### src/rtl/dmach_pkg.sv
// Shared definitions for the paired DMA channel register block.
// Assumes byte addressing with 32-bit aligned registers.
package dmach_pkg;

    localparam int unsigned WIN_STRIDE_LOG2 = 6;     // 0x40 per pair window
    localparam int unsigned TX_BASE         = 'h18;  // transmit sub-window

    // Offsets inside a pair window
    localparam logic [5:0] O_RX_HI  = 6'h00;
    localparam logic [5:0] O_RX_LO  = 6'h04;
    localparam logic [5:0] O_RX_LEN = 6'h0C;
    localparam logic [5:0] O_RX_BLK = 6'h10;
    localparam logic [5:0] O_RX_EN  = 6'h14;
    localparam logic [5:0] O_RX_BPR = 6'h30;
    localparam logic [5:0] O_TX_HI  = 6'(TX_BASE + 'h00);
    localparam logic [5:0] O_TX_LO  = 6'(TX_BASE + 'h04);
    localparam logic [5:0] O_TX_BLK = 6'(TX_BASE + 'h0C);
    localparam logic [5:0] O_TX_LEN = 6'(TX_BASE + 'h14);
    localparam logic [5:0] O_ACR    = 6'h34;          // pair-0 window only

    // Global interrupt registers
    localparam logic [31:0] A_STAT = 32'h0008_0000;
    localparam logic [31:0] A_PEND = 32'h0008_0004;
    localparam logic [31:0] A_IEN  = 32'h0008_0008;

    typedef enum logic [3:0] {
        R_NONE, R_RX_HI, R_RX_LO, R_RX_LEN, R_RX_BLK, R_RX_EN, R_RX_BPR,
        R_TX_HI, R_TX_LO, R_TX_BLK, R_TX_LEN, R_ACR, R_STAT, R_PEND, R_IEN
    } reg_id_e;

    // True for identifiers that live in a pair window register file
    function automatic logic is_pair_reg(reg_id_e r);
        return (r inside {R_RX_HI, R_RX_LO, R_RX_LEN, R_RX_BLK, R_RX_EN,
                          R_RX_BPR, R_TX_HI, R_TX_LO, R_TX_BLK, R_TX_LEN});
    endfunction

endpackage

### src/rtl/dmach_addr_dec.sv
// Address decoder: maps a byte address to a register identifier and,
// for window registers, a pair index. Purely combinational.
// Assumes ADDR_W covers the global interrupt region (>= 20).
module dmach_addr_dec
    import dmach_pkg::*;
#(
    parameter int unsigned ADDR_W    = 20,
    parameter int unsigned NUM_PAIRS = 2,
    localparam int unsigned PW       = (NUM_PAIRS > 1) ? $clog2(NUM_PAIRS) : 1,
    localparam int unsigned WIN_W    = ADDR_W - WIN_STRIDE_LOG2
) (
    input  logic [ADDR_W-1:0] addr,
    output reg_id_e           reg_id,
    output logic [PW-1:0]     pair_idx
);

    logic [WIN_W-1:0] win;
    logic [5:0]       offs;
    logic             win_ok;

    assign win      = addr[ADDR_W-1:WIN_STRIDE_LOG2];
    assign offs     = addr[WIN_STRIDE_LOG2-1:0];
    assign win_ok   = (win < WIN_W'(NUM_PAIRS));
    assign pair_idx = PW'(win);

    // Classify the address into one register identifier
    always_comb begin
        reg_id = R_NONE;
        if (addr == ADDR_W'(A_STAT))      reg_id = R_STAT;
        else if (addr == ADDR_W'(A_PEND)) reg_id = R_PEND;
        else if (addr == ADDR_W'(A_IEN))  reg_id = R_IEN;
        else if (win_ok) begin
            unique case (offs)
                O_RX_HI:  reg_id = R_RX_HI;
                O_RX_LO:  reg_id = R_RX_LO;
                O_RX_LEN: reg_id = R_RX_LEN;
                O_RX_BLK: reg_id = R_RX_BLK;
                O_RX_EN:  reg_id = R_RX_EN;
                O_RX_BPR: reg_id = R_RX_BPR;
                O_TX_HI:  reg_id = R_TX_HI;
                O_TX_LO:  reg_id = R_TX_LO;
                O_TX_BLK: reg_id = R_TX_BLK;
                O_TX_LEN: reg_id = R_TX_LEN;
                O_ACR:    reg_id = (win == '0) ? R_ACR : R_NONE;
                default:  reg_id = R_NONE;
            endcase
        end
    end

endmodule

### src/rtl/dmach_pair_regs.sv
// Register file of one receive/transmit channel pair. Holds descriptor
// pointers, lengths, receive enable and row size; emits a one-cycle
// transmit start after a pointer-low write. Read data is combinational.
// Assumes wr_en is already qualified by the pair select.
module dmach_pair_regs
    import dmach_pkg::*;
#(
    parameter int unsigned DATA_W = 32
) (
    input  logic              clk,
    input  logic              rst_n,
    input  logic              wr_en,
    input  reg_id_e           reg_id,
    input  logic [DATA_W-1:0] wdata,
    output logic [DATA_W-1:0] rd_data,
    output logic              rx_en,
    output logic              tx_start,
    output logic [2*DATA_W-1:0] rx_desc,
    output logic [2*DATA_W-1:0] tx_desc,
    output logic [DATA_W-1:0] rx_bpr
);

    logic [DATA_W-1:0] rx_hi_q, rx_lo_q, rx_len_q, rx_blk_q, rx_bpr_q;
    logic [DATA_W-1:0] tx_hi_q, tx_lo_q, tx_len_q, tx_blk_q;
    logic              rx_en_q, tx_start_q;

    // Register writes and the transmit start pulse
    always_ff @(posedge clk) begin
        if (!rst_n) begin
            rx_hi_q    <= '0; rx_lo_q  <= '0; rx_len_q <= '0;
            rx_blk_q   <= '0; rx_bpr_q <= '0; rx_en_q  <= 1'b0;
            tx_hi_q    <= '0; tx_lo_q  <= '0; tx_len_q <= '0;
            tx_blk_q   <= '0; tx_start_q <= 1'b0;
        end else begin
            tx_start_q <= wr_en && (reg_id == R_TX_LO);
            if (wr_en) begin
                case (reg_id)
                    R_RX_HI:  rx_hi_q  <= wdata;
                    R_RX_LO:  rx_lo_q  <= wdata;
                    R_RX_LEN: rx_len_q <= wdata;
                    R_RX_BLK: rx_blk_q <= wdata;
                    R_RX_EN:  rx_en_q  <= wdata[0];
                    R_RX_BPR: rx_bpr_q <= wdata;
                    R_TX_HI:  tx_hi_q  <= wdata;
                    R_TX_LO:  tx_lo_q  <= wdata;
                    R_TX_BLK: tx_blk_q <= wdata;
                    R_TX_LEN: tx_len_q <= wdata;
                    default: ;
                endcase
            end
        end
    end

    // Read-back selection
    always_comb begin
        case (reg_id)
            R_RX_HI:  rd_data = rx_hi_q;
            R_RX_LO:  rd_data = rx_lo_q;
            R_RX_LEN: rd_data = rx_len_q;
            R_RX_BLK: rd_data = rx_blk_q;
            R_RX_EN:  rd_data = DATA_W'(rx_en_q);
            R_RX_BPR: rd_data = rx_bpr_q;
            R_TX_HI:  rd_data = tx_hi_q;
            R_TX_LO:  rd_data = tx_lo_q;
            R_TX_BLK: rd_data = tx_blk_q;
            R_TX_LEN: rd_data = tx_len_q;
            default:  rd_data = '0;
        endcase
    end

    assign rx_en    = rx_en_q;
    assign tx_start = tx_start_q;
    assign rx_desc  = {rx_hi_q, rx_lo_q};
    assign tx_desc  = {tx_hi_q, tx_lo_q};
    assign rx_bpr   = rx_bpr_q;

    // a pointer-low write is followed by a start pulse
    p_tx_start_after_write_r4: assert property (@(posedge clk) disable iff (!rst_n)
        (wr_en && reg_id == R_TX_LO) |=> tx_start);
    // no start pulse without a pointer-low write just before
    p_tx_start_cause_r4: assert property (@(posedge clk) disable iff (!rst_n)
        tx_start |-> $past(wr_en && reg_id == R_TX_LO));
    // enable follows bit 0 of the written value
    p_rx_enable_follows_r5: assert property (@(posedge clk) disable iff (!rst_n)
        (wr_en && reg_id == R_RX_EN) |=> (rx_en == $past(wdata[0])));

endmodule

### src/rtl/dmach_irq_ctrl.sv
// Interrupt status, enable and pending logic. Status bits are set by
// completion events and cleared by writing ones; a same-cycle event wins.
// Assumes one status bit per channel, at most DATA_W channels.
module dmach_irq_ctrl #(
    parameter int unsigned NCH = 4
) (
    input  logic           clk,
    input  logic           rst_n,
    input  logic [NCH-1:0] done_evt,
    input  logic           stat_wr,
    input  logic           ien_wr,
    input  logic [NCH-1:0] wdata,
    output logic [NCH-1:0] stat,
    output logic [NCH-1:0] ien,
    output logic [NCH-1:0] pend,
    output logic           irq
);

    logic [NCH-1:0] stat_q, ien_q, clr_mask;

    assign clr_mask = stat_wr ? wdata : '0;

    // Status latch: set by event, cleared by write-one, set has priority
    always_ff @(posedge clk) begin
        if (!rst_n) stat_q <= '0;
        else        stat_q <= (stat_q & ~clr_mask) | done_evt;
    end

    // Enable mask register
    always_ff @(posedge clk) begin
        if (!rst_n)      ien_q <= '0;
        else if (ien_wr) ien_q <= wdata;
    end

    assign stat = stat_q;
    assign ien  = ien_q;
    assign pend = stat_q & ien_q;
    assign irq  = |pend;

    // every event is captured in the next cycle
    p_event_captured_r7: assert property (@(posedge clk) disable iff (!rst_n)
        (done_evt != '0) |=> ((stat & $past(done_evt)) == $past(done_evt)));
    // cleared bits without an event read as zero afterwards
    p_clear_takes_r6: assert property (@(posedge clk) disable iff (!rst_n)
        stat_wr |=> ((stat & $past(wdata & ~done_evt)) == '0));
    // zero enable silences the line
    p_ien_zero_silences_r9: assert property (@(posedge clk) disable iff (!rst_n)
        (ien_wr && wdata == '0) |=> !irq);
    // disabling keeps status
    p_ien_keeps_status_r9: assert property (@(posedge clk) disable iff (!rst_n)
        (ien_wr && !stat_wr) |=> ((stat & $past(stat)) == $past(stat)));

endmodule

### src/rtl/dmach_regs_top.sv
// Control plane for paired DMA channels: bus decode, per-pair register
// files, global address-mode bit, interrupt logic and registered read path.
// Assumes single-cycle bus requests; reads return one cycle later.
module dmach_regs_top
    import dmach_pkg::*;
#(
    parameter int unsigned NUM_PAIRS = 2,
    parameter int unsigned ADDR_W    = 20,
    parameter int unsigned DATA_W    = 32,
    localparam int unsigned NCH      = 2 * NUM_PAIRS,
    localparam int unsigned PW       = (NUM_PAIRS > 1) ? $clog2(NUM_PAIRS) : 1
) (
    input  logic                        clk,
    input  logic                        rst_n,
    input  logic                        bus_valid,
    input  logic                        bus_write,
    input  logic [ADDR_W-1:0]           bus_addr,
    input  logic [DATA_W-1:0]           bus_wdata,
    output logic [DATA_W-1:0]           bus_rdata,
    output logic                        bus_rvalid,
    input  logic [NCH-1:0]              done_evt,
    output logic [NUM_PAIRS-1:0]        rx_enable,
    output logic [NUM_PAIRS-1:0]        tx_start,
    output logic [2*DATA_W*NUM_PAIRS-1:0] rx_desc_addr,
    output logic [2*DATA_W*NUM_PAIRS-1:0] tx_desc_addr,
    output logic [DATA_W*NUM_PAIRS-1:0] rx_row_bytes,
    output logic                        addr32_mode,
    output logic                        irq
);

    reg_id_e           reg_id;
    logic [PW-1:0]     pair_idx;
    logic              wr_go, rd_go;
    logic [DATA_W-1:0] pair_rd [NUM_PAIRS];
    logic [NCH-1:0]    stat, ien, pend;
    logic              acr_q;
    logic [DATA_W-1:0] rd_mux, rdata_q;
    logic              rvalid_q;

    assign wr_go = bus_valid && bus_write;
    assign rd_go = bus_valid && !bus_write;

    dmach_addr_dec #(.ADDR_W(ADDR_W), .NUM_PAIRS(NUM_PAIRS)) dec_i (
        .addr(bus_addr), .reg_id(reg_id), .pair_idx(pair_idx)
    );

    for (genvar k = 0; k < NUM_PAIRS; k++) begin : g_pair
        logic pair_wr;
        assign pair_wr = wr_go && is_pair_reg(reg_id) && (pair_idx == PW'(k));
        dmach_pair_regs #(.DATA_W(DATA_W)) pair_i (
            .clk(clk), .rst_n(rst_n), .wr_en(pair_wr), .reg_id(reg_id),
            .wdata(bus_wdata), .rd_data(pair_rd[k]),
            .rx_en(rx_enable[k]), .tx_start(tx_start[k]),
            .rx_desc(rx_desc_addr[k*2*DATA_W +: 2*DATA_W]),
            .tx_desc(tx_desc_addr[k*2*DATA_W +: 2*DATA_W]),
            .rx_bpr(rx_row_bytes[k*DATA_W +: DATA_W])
        );
    end

    dmach_irq_ctrl #(.NCH(NCH)) irq_i (
        .clk(clk), .rst_n(rst_n), .done_evt(done_evt),
        .stat_wr(wr_go && reg_id == R_STAT), .ien_wr(wr_go && reg_id == R_IEN),
        .wdata(bus_wdata[NCH-1:0]), .stat(stat), .ien(ien), .pend(pend),
        .irq(irq)
    );

    // Global address-mode control bit
    always_ff @(posedge clk) begin
        if (!rst_n)                        acr_q <= 1'b0;
        else if (wr_go && reg_id == R_ACR) acr_q <= bus_wdata[0];
    end
    assign addr32_mode = acr_q;

    // Read data selection across all regions
    always_comb begin
        case (reg_id)
            R_ACR:   rd_mux = DATA_W'(acr_q);
            R_STAT:  rd_mux = DATA_W'(stat);
            R_PEND:  rd_mux = DATA_W'(pend);
            R_IEN:   rd_mux = DATA_W'(ien);
            R_NONE:  rd_mux = '0;
            default: rd_mux = pair_rd[pair_idx];
        endcase
    end

    // Registered read response
    always_ff @(posedge clk) begin
        if (!rst_n) begin
            rdata_q  <= '0;
            rvalid_q <= 1'b0;
        end else begin
            rvalid_q <= rd_go;
            if (rd_go) rdata_q <= rd_mux;
        end
    end

    assign bus_rdata  = rdata_q;
    assign bus_rvalid = rvalid_q;

    // every read request is answered the next cycle
    p_read_answered_r13: assert property (@(posedge clk) disable iff (!rst_n)
        rd_go |=> bus_rvalid);
    // writes produce no response
    p_write_silent_r13: assert property (@(posedge clk) disable iff (!rst_n)
        (bus_valid && bus_write) |=> !bus_rvalid);
    // unmapped reads return zero
    p_unmapped_zero_r11: assert property (@(posedge clk) disable iff (!rst_n)
        (rd_go && reg_id == R_NONE) |=> (bus_rdata == '0));
    // unmapped writes leave the mode bit alone
    p_unmapped_keeps_mode_r11: assert property (@(posedge clk) disable iff (!rst_n)
        (wr_go && reg_id == R_NONE) |=> $stable(addr32_mode));

endmodule

### config.mk
export PLATFORM = sky130hd
export DESIGN_NAME = dmach_regs_top
export DESIGN_NICKNAME = d
export VERILOG_FILES = /design/src/rtl/dmach_pkg.sv /design/src/rtl/dmach_addr_dec.sv /design/src/rtl/dmach_pair_regs.sv /design/src/rtl/dmach_irq_ctrl.sv /design/src/rtl/dmach_regs_top.sv
export SDC_FILE = /design/constraint.sdc
export NUM_CORES = 1
export LEC_CHECK = 0
export ABC_AREA = 1
export CORE_MARGIN = 4
export CORE_UTILIZATION = 50
export DETAILED_ROUTE_END_ITERATION = 8
export DONT_BUFFER_PORTS = 1
export PLACE_DENSITY = 0.68
export SLEW_MARGIN = 20
export SYNTH_ARGS = -nofsm -noshare
export SYNTH_HDL_FRONTEND = slang
export SYNTH_SLANG_ARGS = --single-unit
### constraint.sdc
create_clock -name clk -period 2.5 [get_ports clk]
set_input_delay 0 -clock clk [delete_from_list [all_inputs] [get_ports clk]]
set_output_delay 0 -clock clk [all_outputs]
set_load 0.02 [all_outputs]
==> impl_metrics.py <==
metrics = {
    "yosys": {
        "syn_avg_cell_area_um2": 6.78,
        "synthAdderAreaFrac_pct": 0,
        "syn_inst": 4083,
        "netlist_area_um2": 27700,
        "synth_compound_area_share_pct": 14.4,
        "synth_mux_area_share_pct": 0,
        "ys.flop_type": "dfxtp_1",
        "synth_top_family_by_area": "simple AND/OR/NAND/NOR gates",
        "synth_nets": 4143,
        "synth_seq_cells": 622,
        "yosysWarnings": 0,
        "async_flop_share_pct": 0,
        "synthSimpleGateAreaFrac_pct": 33.2,
        "synth_cell_types": 33,
        "synth_xor_area_share_pct": 0,
        "yosysSeqAreaShare_pct": 45.0,
        "synth-edff-count": 0,
    },
    "worst_setup_path": {
        "cp.arrival_ns": 2.90,
        "critical_path.max_fanout": 21,
        "cpPeakStageDelay_ns": 0.59,
        "critPathLaunch": "bus_addr[6]",
        "path_cells": "buf_16 > nor2_4 > nand2_1 > nor2_2 > nand2_2 > nand3b_1 > nand2_8 > nand2_4 > nor2_4 > nand2_2 > nand3_4 > nor2_8 > nand2_8 > inv_4 > buf_4 > nand2_4 > buf_12 > o21ai_1 > dlygate4sd3_1 > nor2_1",
        "required_ns": 3.00,
        "critPathSlowestCell": "dlygate4sd3_1",
        "critical_path_class": "in -> reg",
        "regToRegSetupSlack_ns": 0.81,
        "endpoint_kind": "register",
        "worstReg2RegEnd": "bus_rdata[23]",
        "reg2reg_from": "g_pair[0].pair_i.tx_hi_q[23]",
        "worst-r2r-cell-count": 6,
        "worst_setup_path_start_kind": "primary input",
        "endpoint": "g_pair[1].pair_i.tx_hi_q[11]",
    },
    "outcome": {
        "outcome": "completed",
    },
    "job": {
        "cap_violations": 0,
    },
    "global_routing": {
        "overflow": 0,
        "antenna_found_initial": 9,
        "gr-usage-all-layers_pct": 40.7,
        "grt_max_degree": 323,
        "grt_pass1_vias": 29106,
        "grt_pass1_wl_mm": 186,
    },
    "clock_tree": {
        "htreeDepth": 3,
        "clock_path_buffers": 3,
        "clkLatencyLatePin_ns": 0.63,
        "cts_tree": "yes",
        "cts_inserted_buffers": 68,
        "cts_root_buffer": "clkbuf_16",
        "path_clk_slew_ns": 0.07,
        "clkSinkCount": 622,
    },
    "placed_design": {
        "place_hpwl_mm": 78.3,
        "dp_slack_ns": -0.192,
        "globalplace.congestion": 0.941,
        "port_buffers": 0,
    },
    "floorplan": {
        "start_util_pct": 50.4,
        "rows": 86,
        "core_um2": 55000,
        "io_pins": 419,
        "dieArea_um2": 59200,
        "die_x_um": 243,
        "fp.dieH_um": 243,
    },
    "pwr": {
        "p_int_w": 0.0168,
        "ir_worst_vdd_mv": 0.574,
        "seqPwrFrac_pct": 45.8,
        "power_leakage_nw": 14.3,
        "power_density_nw_per_um2": 609,
        "comb_power_share_pct": 4.4,
        "power_w": 0.0218,
        "p_clk_share_pct": 49.8,
        "swShare_pct": 22.8,
        "switchingPower_w": 0.00497,
    },
    "final_layout": {
        "area_growth_pct": 29.2,
        "drive_gt1_share_pct": 8.77,
        "nets": 4421,
    },
    "sta": {
        "max_freq_mhz": 416,
        "fin_setup_tns_ns": 0,
        "hold_viol_final": 0,
        "tightest_slew_ns": 1.16,
        "relSlewSlack_pct": 22.5,
        "fin_ws_ns": 0.0973,
        "rsz0062_at_grt": "true",
        "maxSlewViolCount": 0,
        "min_period_ns": 2.40,
        "period_share_pct": 96.1,
        "fin_skew_ns": 0.0265,
        "setup-violations-final": 0,
        "hold_ws_ns": 0.0205,
    },
    "route": {
        "vias": 31294,
        "wl_per_cell_um": 24.7,
        "ant_nets": 0,
        "drt_iter0_markers": 4409,
        "drc_errors": 0,
        "routed_wl_mm": 127,
        "first_pass_iters": 6,
        "viasPerCell": 6.06,
    },
    "min_path": {
        "hold_class": "in -> reg",
    },
}
-- repair_timing --
action / CTS / global route
gates resized for setup: 0 / 37
hold endpoints to repair: 615 / 2
buffers inserted: 0 / 4
setup endpoints to repair: 0 / 278
hold buffers: 373 / 1
-- worst min path at each step --
stage	to	depth (start not counted)	startpoint	slack, ns
after floorplan	irq_i.stat[0]	2	done_evt[0]	0.13
after detailed placement	irq_i.stat[2]	2	done_evt[2]	0.14
after global placement	g_pair[0].pair_i.tx_blk_q[19]	2	bus_wdata[19]	0.14
after CTS	bus_rdata[29]	6	bus_addr[6]	0.0003
after global routing	bus_rdata[11]	5	bus_addr[6]	0.02
final	bus_rdata[11]	5	bus_addr[6]	0.02
-- synth_stat cells (3+ instances only) --
cell	number	area, um2
nor2_1	1077	4040
nand2_1	634	2380
dfxtp_1	622	12500
o21ai_0	489	2450
nand3_1	247	1240
a21oi_1	196	981
clkbuf_1	181	679
nand4_1	181	1130
inv_1	120	450
o21ai_1	91	455
buf_2	87	435
buf_1	62	233
buf_4	16	120
nor2_2	15	93.8
inv_2	9	33.8
buf_6	8	90.1
nand2_4	8	90.1
nand2_2	7	43.8
nor2_4	6	67.6
a211oi_1	5	37.5
clkbuf_2	4	20.0
clkinv_1	3	11.3
-- power groups by stage --
| stage | registers [W] | logic, W | clock network (W) |
|---|---|---|---|
| floorplan | 0.0102 | 0.000463 | 0 |
| global placement | 0.0102 | 0.000381 | 0 |
| detailed placement | 0.0102 | 0.000384 | 0 |
| CTS | 0.00998 | 0.000888 | 0.0108 |
| global route | 0.00998 | 0.000991 | 0.0113 |
| finish | 0.00998 | 0.000949 | 0.0109 |
-- cell type report --
type,count,area (um2)
repair buffers,566,6080
inverters,133,527
flip-flops and latches,622,12500
clock inverters,27,393
diodes,4,10.0
multi-input cells,2970,13400
fillers,4761,19200
well taps,748,936
clock buffers,94,1990
-- cells in the final DEF (no fill, tap or decap), types with 9 or more instances in the layout --
master and n:
buf_12 62, nand2_2 10, clkbuf_1 9, o21ai_1 95, inv_1 115, a21oi_1 195
clkinv_2 11, dfxtp_1 622, nand3_1 245, nand2_1 628, bufinv_16 9, nor2_2 9
clkbuf_8 15, nand4_1 181, dlygate4sd3_1 370, o21ai_0 485, nor2_1 1064, clkbuf_16 73
buf_4 125, nor2_4 25
-- through the flow --
step	std cells	util (%)	instance area, um2
detailed placement	4658	53.3	29300
global route	5164	65.1	35800
finish	5164	65.1	35800
CTS	5152	64.6	35500
global placement	4658	53.3	29300
floorplan	4083	-	27700
-- worst max-delay path, delay by kind of cell --
kind,cells,cell delay [ns]
buf+inv,5,1.20
simple gates,14,1.52
compound gates,1,0.16
-- kinds of logic after synthesis --
logic type | count (synthesis)
flip-flops | 622
buffers and inverters | 491
AND/OR/NAND/NOR | 2182
AO/OA/AOI/OAI | 788
-- per-layer routing --
metal / share of wire [%] / track usage, % / vias up
met5: 0.016 / 0 / -
met4: 8.1 / 25.6 / 4
met3: 14 / 14.3 / 588
met2: 43 / 62.4 / 2268
met1: 35 / 48.7 / 14507
li1: - / - / 13927
No activity file was read; power rests on OpenSTA's default activity.
